[src/rtl/spi_bm_pkg.sv]
`timescale 1ns/1ps
package spi_bm_pkg;
   localparam int ADDR_W = 8;
   localparam logic [ADDR_W-1:0] OFS_STAT = 8'h00;
   localparam logic [ADDR_W-1:0] OFS_CFG  = 8'h10;
   localparam logic [ADDR_W-1:0] OFS_CTL  = 8'h14;
   localparam logic [ADDR_W-1:0] OFS_DATA = 8'h20;

   // configuration field positions
   localparam int CF_MSB   = 8;
   localparam int CF_IDLE  = 6;
   localparam int CF_CAPF  = 5;
   localparam int CF_TXF   = 4;
   localparam int CF_HIZ   = 3;
   // control field positions
   localparam int CT_MHIZ  = 3;
   localparam int CT_SEND  = 2;
   localparam int CT_RECV  = 1;
   localparam int CT_CS    = 0;

   typedef struct packed {
      logic msb_first;
      logic idle_hi;
      logic cap_fall;
      logic tx_fall;
      logic pins_hiz;
   } cfg_flags_t;
endpackage

[src/rtl/spi_bm_regs.sv]
`timescale 1ns/1ps
module spi_bm_regs
   import spi_bm_pkg::*;
#(
   parameter int DATA_W = 8,
   parameter int CODE_W = 3,
   parameter int REG_W  = 32
) (
   input  logic              clk,
   input  logic              rst_n,
   input  logic              wr_en,
   input  logic [ADDR_W-1:0] addr,
   input  logic [REG_W-1:0]  wdata,
   input  logic              busy,
   input  logic              load_en,
   input  logic [DATA_W-1:0] load_byte,
   output logic [REG_W-1:0]  rdata,
   output cfg_flags_t        flags,
   output logic [CODE_W-1:0] div_code,
   output logic              cs_level,
   output logic              mosi_hiz,
   output logic [DATA_W-1:0] tx_byte,
   output logic              start_req,
   output logic              start_wr,
   output logic              start_rd
);
   if (REG_W < CF_MSB + 1) begin : g_bad_regw
      $error("REG_W too narrow for the configuration word");
   end
   if (DATA_W > REG_W) begin : g_bad_dataw
      $error("DATA_W wider than the register port");
   end

   logic wr_cfg, wr_ctl, wr_data;
   assign wr_cfg  = wr_en && (addr == OFS_CFG);
   assign wr_ctl  = wr_en && (addr == OFS_CTL);
   assign wr_data = wr_en && (addr == OFS_DATA);

   assign start_req = wr_ctl && (wdata[CT_SEND] || wdata[CT_RECV]);
   assign start_wr  = start_req && !busy && wdata[CT_SEND];
   assign start_rd  = start_req && !busy && !wdata[CT_SEND];

   always_ff @(posedge clk or negedge rst_n) begin
      if (!rst_n) begin
         flags    <= '0;
         div_code <= '0;
         cs_level <= 1'b1;
         mosi_hiz <= 1'b0;
         tx_byte  <= '0;
      end else begin
         if (wr_cfg) begin
            flags.msb_first <= wdata[CF_MSB];
            flags.idle_hi   <= wdata[CF_IDLE];
            flags.cap_fall  <= wdata[CF_CAPF];
            flags.tx_fall   <= wdata[CF_TXF];
            flags.pins_hiz  <= wdata[CF_HIZ];
            div_code        <= wdata[CODE_W-1:0];
         end
         if (wr_ctl) begin
            cs_level <= wdata[CT_CS];
            mosi_hiz <= wdata[CT_MHIZ];
         end
         // a finishing receive takes priority over a software write
         if (load_en)      tx_byte <= load_byte;
         else if (wr_data) tx_byte <= wdata[DATA_W-1:0];
      end
   end

   always_comb begin
      rdata = '0;
      unique case (addr)
         OFS_STAT: rdata[0] = busy;
         OFS_CFG: begin
            rdata[CF_MSB]       = flags.msb_first;
            rdata[CF_IDLE]      = flags.idle_hi;
            rdata[CF_CAPF]      = flags.cap_fall;
            rdata[CF_TXF]       = flags.tx_fall;
            rdata[CF_HIZ]       = flags.pins_hiz;
            rdata[CODE_W-1:0]   = div_code;
         end
         OFS_CTL: begin
            rdata[CT_MHIZ] = mosi_hiz;
            rdata[CT_CS]   = cs_level;
         end
         OFS_DATA: rdata[DATA_W-1:0] = tx_byte;
         default: rdata = '0;
      endcase
   end
endmodule

[src/rtl/spi_bm_clkdiv.sv]
`timescale 1ns/1ps
module spi_bm_clkdiv #(
   parameter int CODE_W = 3
) (
   input  logic              clk,
   input  logic              rst_n,
   input  logic              run,
   input  logic [CODE_W-1:0] code,
   output logic              tick
);
   localparam int NCODE = 1 << CODE_W;
   localparam int NRUN  = NCODE - 1;      // last code stops the clock
   localparam int CNT_W = NCODE - 2;      // holds the longest half-period

   if (CODE_W < 2 || CODE_W > 4) begin : g_bad_code
      $error("CODE_W must lie in 2..4");
   end

   logic [CNT_W-1:0] cnt;
   logic [NRUN-1:0]  hit;

   for (genvar i = 0; i < NRUN; i++) begin : g_hit
      assign hit[i] = (code == CODE_W'(i)) && (cnt == CNT_W'((1 << i) - 1));
   end

   assign tick = run && (|hit);

   always_ff @(posedge clk or negedge rst_n) begin
      if (!rst_n)                     cnt <= '0;
      else if (!run || tick)          cnt <= '0;
      else if (code != '1)            cnt <= cnt + 1'b1;
   end
endmodule

[src/rtl/spi_bm_shift.sv]
`timescale 1ns/1ps
module spi_bm_shift #(
   parameter int DATA_W = 8
) (
   input  logic              clk,
   input  logic              rst_n,
   input  logic              tick,
   input  logic              start_wr,
   input  logic              start_rd,
   input  logic [DATA_W-1:0] tx_byte,
   input  logic              msb_first,
   input  logic              idle_hi,
   input  logic              cap_fall,
   input  logic              tx_fall,
   input  logic              miso_i,
   output logic              busy,
   output logic              sck_q,
   output logic              mosi_bit,
   output logic              rd_mode,
   output logic              load_en,
   output logic [DATA_W-1:0] load_byte
);
   localparam int EDGES = 2 * DATA_W;
   localparam int EC_W  = $clog2(EDGES);
   localparam int SC_W  = $clog2(DATA_W + 1);

   if (DATA_W < 2) begin : g_bad_w
      $error("DATA_W must be at least 2");
   end

   logic [EC_W-1:0]   edge_cnt;
   logic [SC_W-1:0]   smp_cnt;
   logic [DATA_W-1:0] tx_sh, rx_sh, rx_next;
   logic              sck_next, is_smp, is_lch, last;

   assign sck_next = ~sck_q;
   assign is_smp   = ((sck_next ^ cap_fall) == 1'b1) && (smp_cnt < SC_W'(DATA_W));
   // no launch before the first bit has been sampled
   assign is_lch   = ((sck_next ^ tx_fall) == 1'b1) && ((smp_cnt != '0) || is_smp);
   assign last     = (edge_cnt == EC_W'(EDGES - 1));
   assign rx_next  = msb_first ? {rx_sh[DATA_W-2:0], miso_i}
                               : {miso_i, rx_sh[DATA_W-1:1]};
   assign mosi_bit = msb_first ? tx_sh[DATA_W-1] : tx_sh[0];
   assign load_en  = busy && tick && last && rd_mode;
   assign load_byte = is_smp ? rx_next : rx_sh;

   always_ff @(posedge clk or negedge rst_n) begin
      if (!rst_n) begin
         busy     <= 1'b0;
         sck_q    <= 1'b0;
         rd_mode  <= 1'b0;
         tx_sh    <= '0;
         rx_sh    <= '0;
         edge_cnt <= '0;
         smp_cnt  <= '0;
      end else if (start_wr || start_rd) begin
         busy     <= 1'b1;
         rd_mode  <= start_rd;
         tx_sh    <= tx_byte;
         rx_sh    <= '0;
         edge_cnt <= '0;
         smp_cnt  <= '0;
         sck_q    <= idle_hi;
      end else if (busy && tick) begin
         sck_q    <= sck_next;
         edge_cnt <= edge_cnt + 1'b1;
         if (is_smp) begin
            rx_sh   <= rx_next;
            smp_cnt <= smp_cnt + 1'b1;
         end
         if (is_lch)
            tx_sh <= msb_first ? {tx_sh[DATA_W-2:0], 1'b0} : {1'b0, tx_sh[DATA_W-1:1]};
         if (last) busy <= 1'b0;
      end
   end
endmodule

[src/rtl/spi_byte_master.sv]
`timescale 1ns/1ps
module spi_byte_master
   import spi_bm_pkg::*;
#(
   parameter int DATA_W = 8,
   parameter int CODE_W = 3,
   parameter int REG_W  = 32
) (
   input  logic              clk,
   input  logic              rst_n,
   input  logic              reg_wr,
   input  logic [ADDR_W-1:0] reg_addr,
   input  logic [REG_W-1:0]  reg_wdata,
   output logic [REG_W-1:0]  reg_rdata,
   output logic              sck_o,
   output logic              sck_oe,
   output logic              mosi_o,
   output logic              mosi_oe,
   output logic              cs_o,
   output logic              cs_oe,
   input  logic              miso_i
);
   cfg_flags_t        flags;
   logic [CODE_W-1:0] div_code;
   logic              cs_level, mosi_hiz;
   logic [DATA_W-1:0] tx_byte, load_byte;
   logic              start_req, start_wr, start_rd, start_any;
   logic              busy, sck_q, mosi_bit, rd_mode, load_en, tick;
   logic              idle_hi_w, pins_hiz_w;

   assign start_any  = start_wr || start_rd;
   assign idle_hi_w  = flags.idle_hi;
   assign pins_hiz_w = flags.pins_hiz;

   spi_bm_regs #(.DATA_W(DATA_W), .CODE_W(CODE_W), .REG_W(REG_W)) u_regs (
      .clk       (clk),
      .rst_n     (rst_n),
      .wr_en     (reg_wr),
      .addr      (reg_addr),
      .wdata     (reg_wdata),
      .busy      (busy),
      .load_en   (load_en),
      .load_byte (load_byte),
      .rdata     (reg_rdata),
      .flags     (flags),
      .div_code  (div_code),
      .cs_level  (cs_level),
      .mosi_hiz  (mosi_hiz),
      .tx_byte   (tx_byte),
      .start_req (start_req),
      .start_wr  (start_wr),
      .start_rd  (start_rd)
   );

   spi_bm_clkdiv #(.CODE_W(CODE_W)) u_div (
      .clk   (clk),
      .rst_n (rst_n),
      .run   (busy),
      .code  (div_code),
      .tick  (tick)
   );

   spi_bm_shift #(.DATA_W(DATA_W)) u_shift (
      .clk       (clk),
      .rst_n     (rst_n),
      .tick      (tick),
      .start_wr  (start_wr),
      .start_rd  (start_rd),
      .tx_byte   (tx_byte),
      .msb_first (flags.msb_first),
      .idle_hi   (flags.idle_hi),
      .cap_fall  (flags.cap_fall),
      .tx_fall   (flags.tx_fall),
      .miso_i    (miso_i),
      .busy      (busy),
      .sck_q     (sck_q),
      .mosi_bit  (mosi_bit),
      .rd_mode   (rd_mode),
      .load_en   (load_en),
      .load_byte (load_byte)
   );

   assign sck_o   = busy ? sck_q : flags.idle_hi;
   assign sck_oe  = !flags.pins_hiz;
   assign mosi_o  = (busy && !rd_mode) ? mosi_bit : 1'b0;
   assign mosi_oe = !flags.pins_hiz && !mosi_hiz;
   assign cs_o    = cs_level;
   assign cs_oe   = !flags.pins_hiz;
endmodule

[config.mk]
export PLATFORM = sky130hd
export DESIGN_NAME = spi_byte_master
export DESIGN_NICKNAME = d
export VERILOG_FILES = /design/src/rtl/spi_bm_pkg.sv /design/src/rtl/spi_bm_regs.sv /design/src/rtl/spi_bm_clkdiv.sv /design/src/rtl/spi_bm_shift.sv /design/src/rtl/spi_byte_master.sv
export SDC_FILE = /design/constraint.sdc
export NUM_CORES = 1
export LEC_CHECK = 0
export ABC_AREA = 1
export ABC_CLOCK_PERIOD_IN_PS = 2230
export BUFFER_PORTS_ARGS = -buffer_cell sky130_fd_sc_hd__buf_2
export CAP_MARGIN = 20
export CORE_UTILIZATION = 54
export CTS_CLUSTER_SIZE = 20
export DETAILED_ROUTE_END_ITERATION = 8
export HOLD_SLACK_MARGIN = 0.06
export PLACE_DENSITY = 0.81
export SETUP_SLACK_MARGIN = 0.05
export SLEW_MARGIN = 20
export SYNTH_ARGS = -nofsm -noshare
export SYNTH_HDL_FRONTEND = slang
export SYNTH_SLANG_ARGS = --single-unit
[constraint.sdc]
create_clock -name clk -period 2.23 [get_ports clk]
set_input_delay 0.446 -clock clk [delete_from_list [all_inputs] [get_ports clk]]
set_output_delay 0.446 -clock clk [all_outputs]
set_load 0.1 [all_outputs]
Yosys cells after proc, flatten, opt, wreduce, memory -nomap -nowiden

Cells that the tools add are included.

Bitwise gates (word level): 3
Order comparisons: 1
Equal/unequal tests: 17
Add/subtract/negate cells: 3
Reduce and logical (&&, ||, !) cells: 45
Muxes and demuxes: 31

Operators with widths:

| cell                                                                  | count |
|---|---|
| 8-bit two-way mux                                                     | 10 |
| 1-bit logical AND                                                     | 22 |
| 4-bit two-way mux                                                     | 5 |
| 8-bit by 5-bit equality test with 1-bit output, second input constant | 2 |
| 6-bit two-way mux                                                     | 2 |
| 2-bit nonzero test                                                    | 6 |
| 1-bit two-way mux                                                     | 10 |
| 3-bit equality test, second input constant                            | 3 |
| 4-bit by 1-bit adder with 4-bit output, second input constant         | 2 |
| 8-bit by 6-bit equality test with 1-bit output, second input constant | 1 |
| 8-bit zero test                                                       | 1 |
| 7-bit OR reduction                                                    | 1 |
| 6-bit by 1-bit adder with 6-bit output, second input constant         | 1 |
| 3-bit by 2-bit equality test with 1-bit output, second input constant | 2 |
| 6-bit by 1-bit equality test with 1-bit output, second input constant | 1 |
| 6-bit by 2-bit equality test with 1-bit output, second input constant | 1 |
| 6-bit by 3-bit equality test with 1-bit output, second input constant | 1 |
| 6-bit by 4-bit equality test with 1-bit output, second input constant | 1 |
| 6-bit by 5-bit equality test with 1-bit output, second input constant | 1 |
| 6-bit equality test, second input constant                            | 1 |
| 6-bit zero test                                                       | 1 |
| 3-bit case mux with 2 select lines                                    | 1 |
| 2-bit AND reduction                                                   | 3 |
| 1-bit zero test                                                       | 5 |
| other kinds (12)                                                      | 16 |

Word-level logic and storage cells: 117
Bits of input ports: 44
Flip-flop bits (word level): 51
Output and inout port bits: 38

Longest topological paths before layout

Depth after elaboration: 8
Mapped depth: 14
Depth with buffers taken out: 13

Cells and area by module

Synthesis repeated with hierarchy kept, for this count alone.

Cell total of the unflattened synthesis: 486
Area, all modules: 3499.6 sq um

By module, submodules not included:

| module          | seq. area each (sq um) | instances | cells an instance | area an instance (sq um) |
|---|---|---|---|---|
| spi_bm_shift    | 675.6                  | 1         | 231               | 1680.4 |
| spi_bm_regs     | 451.7                  | 1         | 181               | 1316.3 |
| spi_bm_clkdiv   | 150.1                  | 1         | 65                | 465.4 |
| spi_byte_master | 0.0                    | 1         | 9                 | 37.5 |

Worst setup path before layout

Ideal clock, no wire load.

Path type: reg-to-output
Start point: reg u_shift.busy
End point: out mosi_o
Buffers on the path: 0
Cell stages (with the launch flop): 3
Path slack: -3.562 ns
Data required time: 1.784 ns
Data arrival time: 5.346 ns
Path through: dfrtp_1 > inv_2 > a2111oi_0

Cells in the longest elaborated chain, start to end: 2

RTL lines:

| item                   | line                  | source |
|---|---|---|
| from (decl)            | spi_bm_shift.sv:16    | `output logic busy,` |
| from (signal assigned) | spi_bm_shift.sv:49    | `busy <= 1'b0;` |
| from (signal assigned) | spi_bm_shift.sv:57    | `busy <= 1'b1;` |
| from (signal assigned) | spi_bm_shift.sv:73    | `if (last) busy <= 1'b0;` |
| 1-bit logical AND      | spi_byte_master.sv:85 | `assign mosi_o = (busy && !rd_mode) ? mosi_bit : 1'b0;` |
| 1-bit two-way mux      | spi_byte_master.sv:85 |  |
| to (decl)              | spi_byte_master.sv:17 | `output logic mosi_o,` |

No other way between the ends.

Worst setup path in the final report

Start point: in reg_addr[3]
End point: out reg_rdata[3]

Cells in the longest elaborated chain, start to end: 2
Elaborated cells on any way between the ends: 4
Those cells by class: eq/ne: 3; mux: 1

RTL lines:

| item                                                                                                             | line                  | source |
|---|---|---|
| from (decl)                                                                                                      | spi_byte_master.sv:12 | `input logic [ADDR_W-1:0] reg_addr,` |
| 8-bit by 6-bit equality test with 1-bit output or 8-bit by 5-bit equality test with 1-bit output (tied branches) | spi_bm_regs.sv:71     | `unique case (addr)` |
| 1-bit case mux with 3 select lines *                                                                             | spi_bm_regs.sv:71     |  |
| to (decl)                                                                                                        | spi_byte_master.sv:14 | `output logic [REG_W-1:0] reg_rdata,` |

Every way passes the cells marked *; elsewhere a longest branch is shown, timed or not.

==> metrics.md <==
| Metric | Value |
|---|---|
| Outcome | `completed` |
| Sequential Power Share | `0.419` |
| Clk sinks | `51` |
| Htree depth | `2` |
| Ant diodes | `0` |
| Die Area | `6260 um2` |
| M2 GR Usage | `0.435` |
| TritonRoute pass-1 iters | `5` |
| Layout area overhead | `16.2%` |
| Clock Path Buffers | `2` |
| EDFF count, synth | `0` |
| Crit-path slowest cell | `o211ai_1` |
| Final Skew | `0.00705 ns` |
| Layout fillers | `478` |
| Synth Area in Adders | `0.0234` |
| Main combinational cell family by area after synthesis | `simple AND/OR/NAND/NOR gates` |
| CTS tree | `yes` |
| Vias in the first global route | `2742` |
| Dpl cells | `521` |
| Max IR drop VDD | `0.523 mV` |
| Largest net degree at the start of global routing | `33` |
| Post-Route WL | `7920 um` |
| GRT Total Usage | `0.267` |
| Pwr per Cell Area | `810 nW/um2` |
| # rows | `27` |
| Clock transition at the registers of the reported paths | `0.10 ns` |
| Vias | `2966` |
| ANT nets after route | `0` |
| Post-synthesis simple-gate area fraction | `0.276` |
| Synth warn | `0` |
| Worst-Margin Slew | `0.517 ns` |
| XOR/XNOR share of the synthesized area | `0.0109` |
| Combinational Power Share | `0.397` |
| Slowest stage delay, CP | `0.30 ns` |
| Synth Area in Compound Gates | `0.143` |
| Register area share after synthesis | `0.397` |
| Core Region | `5610 um2` |
| Share of layout cells above drive strength 1 | `0.231` |
| Max Cap Viol | `0` |
| WL/cell | `14.9 um` |
| Worst path cell trace | `buf_2 -> nor2_4 -> nand2_2 -> nor2_2 -> inv_1 -> nor2_2 -> inv_2 -> o211ai_1 -> buf_12` |
| Initial Util | `0.573` |
| GP Congestion | `0.843` |
| Crit path time final | `2.10 ns` |
| DR vias/cell | `5.60` |
| RSZ-0062 raised after global routing | `false` |
| Avg Cell Area, Syn | `7.75 um2` |
| Syn Std Cell Area | `3210 um2` |
| Root buffer cell | `clkbuf_8` |
| Top FF cell, synth | `dfrtp_1` |
| Hold slack | `0.0910 ns` |
| Crit-path max FO | `6` |
| Kind of critical path | `in2out` |
| Fin crit share | `0.943` |
| DR iter-0 viols | `264` |
| Grt ovf | `0` |
| Yosys reg bits | `51` |
| Core Util, Final | `0.666` |
| Synth top area cells | `dfrtp_1, nand2_1, o21ai_0, buf_4, nand3_1` |
| Clock Power Share | `0.184` |
| Detail Placement HPWL | `5720 um` |
| Commonest cells in the netlist | `nand2_1, dfrtp_1, inv_1` |
| Die Span X | `79.2 um` |
| I/O Buffers | `35` |
| Synthesized instance count | `415` |
| Gr busiest metal | `met2` |
| First-pass GRT wire length | `12700 um` |
| Top-count cell post-synth | `nand2_1` |
| Final setup vio count | `0` |
| Met3 Use GR | `0.0391` |
| P_leak | `1.88 nW` |
| Power Internal | `1.67 mW` |
| Top cell type's share of synthesized area | `0.389` |
| TritonCTS buffer count | `5` |
| Worst min-delay path category | `in2async` |
| Most used cell, CP | `nor2_2` |
| Worst Setup End Kind | `primary output` |
| Net Sw Power | `1.36 mW` |
| Max-slew violations | `0` |
| Initial antenna violation count | `0` |
| Yosys cell types | `41` |
| Critical Path RT | `1.78 ns` |
| Chip height | `79.2 um` |
| Layout Nets | `507` |
| Post-route insts no fill | `530` |
| Post-synthesis mux area share | `0.00973` |
| Count of final hold-check violations | `0` |
| Post-synth top area cell | `dfrtp_1` |
| Async S/R FF share, synth | `1.00` |
| Net Sw Frac | `0.449` |
| Crit path launch type | `input port` |
| DRC | `0` |
| Setup TNS | `0 ns` |
| Clock Latency Late Sink | `0.32 ns` |
| CP arrival | `1.66 ns` |
| GRT met1 Usage | `0.343` |
| IO Pins | `82` |
| Fmax | `0.476 GHz` |
| Relative slew slack | `0.655` |
==> cell type report <==
cell class                      instances  area (um2)  area share
Clock buffer                            5        68.8      0.0184
Clock inverter                          3        18.8     0.00503
Timing Repair Buffer                   47         432       0.116
Sequential cell                        51        1280       0.342
Multi-Input combinational cell        300        1650       0.442
Tap cell                               72        90.1      0.0241
Inverter                               52         198      0.0529
==> critical path: cells and delay by family <==
| family | cells | cell delay (ns) |
|---|---|---|
| simple gates | 4 | 0.42 |
| compound gates | 1 | 0.30 |
| buf+inv | 4 | 0.50 |
==> timing repair <==
item | CTS | global route
endpoints found under the hold margin | 0 | 0
setup buffers | 0 | 0
hold buffers | 0 | 0
endpoints found under the setup margin | 0 | 8
gates resized for setup | 0 | 2
==> placed cells by master (no fill, tap or decap), types with 2 or more instances in the layout <==
master	instances
nand2_1	83
dfrtp_1	50
inv_1	44
nand3_1	38
o21ai_0	37
buf_2	25
nor2_1	23
conb_1	23
buf_12	11
a21oi_1	10
buf_4	10
o21ai_2	9
o22ai_1	9
nand2_2	7
o21ai_1	7
nor2_2	6
inv_2	6
ha_1	6
nor3_1	5
clkbuf_8	5
nand4_1	4
clkinv_2	4
or2_2	4
nand3_2	3
xor2_1	3
or2_0	3
nor2_4	2
nand2_4	2
nor3b_1	2
mux2i_1	2
==> metrics by stage <==
stage | setup slack (ns) | area [um2] | power, mW
6_report | 0.127 | 3730 | 3.03
5_1_grt | 0.0432 | 3730 | 3.21
3_5_place_dp | 0.124 | 3630 | 2.46
4_1_cts | 0.119 | 3720 | 3.01
3_3_place_gp | 0.157 | 3630 | 2.39
2_1_floorplan | -0.681 | 3360 | 2.20
==> metal layers <==
layer	part of all wire	up-vias
li1	-	1403
met1	0.42	1408
met2	0.49	128
met3	0.062	27
met4	0.034	0
met5	0	-
==> sequential cells by signal (all words and copies together), names as in the netlist, 3 cells and up <==
signal,cells
u_regs.tx_byte,8
u_shift.rx_sh,8
u_shift.tx_sh,8
u_div.cnt,6
u_regs.flags,5
u_shift.edge_cnt,4
u_shift.smp_cnt,4
u_regs.div_code,3
==> power groups by stage <==
stage               clock (mW)  combinational, mW  sequential (mW)
finish                   0.558               1.20             1.27
global route             0.600               1.31             1.29
CTS                      0.564               1.18             1.26
detailed placement           0               1.18             1.28
global placement             0               1.12             1.27
floorplan                    0              0.950             1.25
==> path summary, 6_finish.rpt <==
path                                  start            endpoint  slack (ns)  cells after the start
max                             reg_addr[3]        reg_rdata[3]        0.13                      9
max in group asynchronous             rst_n  u_shift.smp_cnt[1]        1.59                      2
max reg2reg                    u_div.cnt[0]    u_shift.tx_sh[4]        0.16                     13
min reg2reg                u_shift.tx_sh[1]    u_shift.tx_sh[1]        0.50                      2
min in group clk               reg_wdata[8]     u_regs.flags[4]        0.38                      3
min                                   rst_n  u_regs.div_code[1]        0.09                      1
==> cell families after synthesis <==
| family | after synthesis |
|---|---|
| AND/OR/NAND/NOR | 185 |
| XOR/XNOR | 4 |
| AO/OA/AOI/OAI | 78 |
| other | 1 |
| multiplexers | 3 |
| flip-flops | 51 |
| buffers and inverters | 87 |
| adder cells (fa/ha/maj) | 6 |
(Power assumes the default switching activity.)
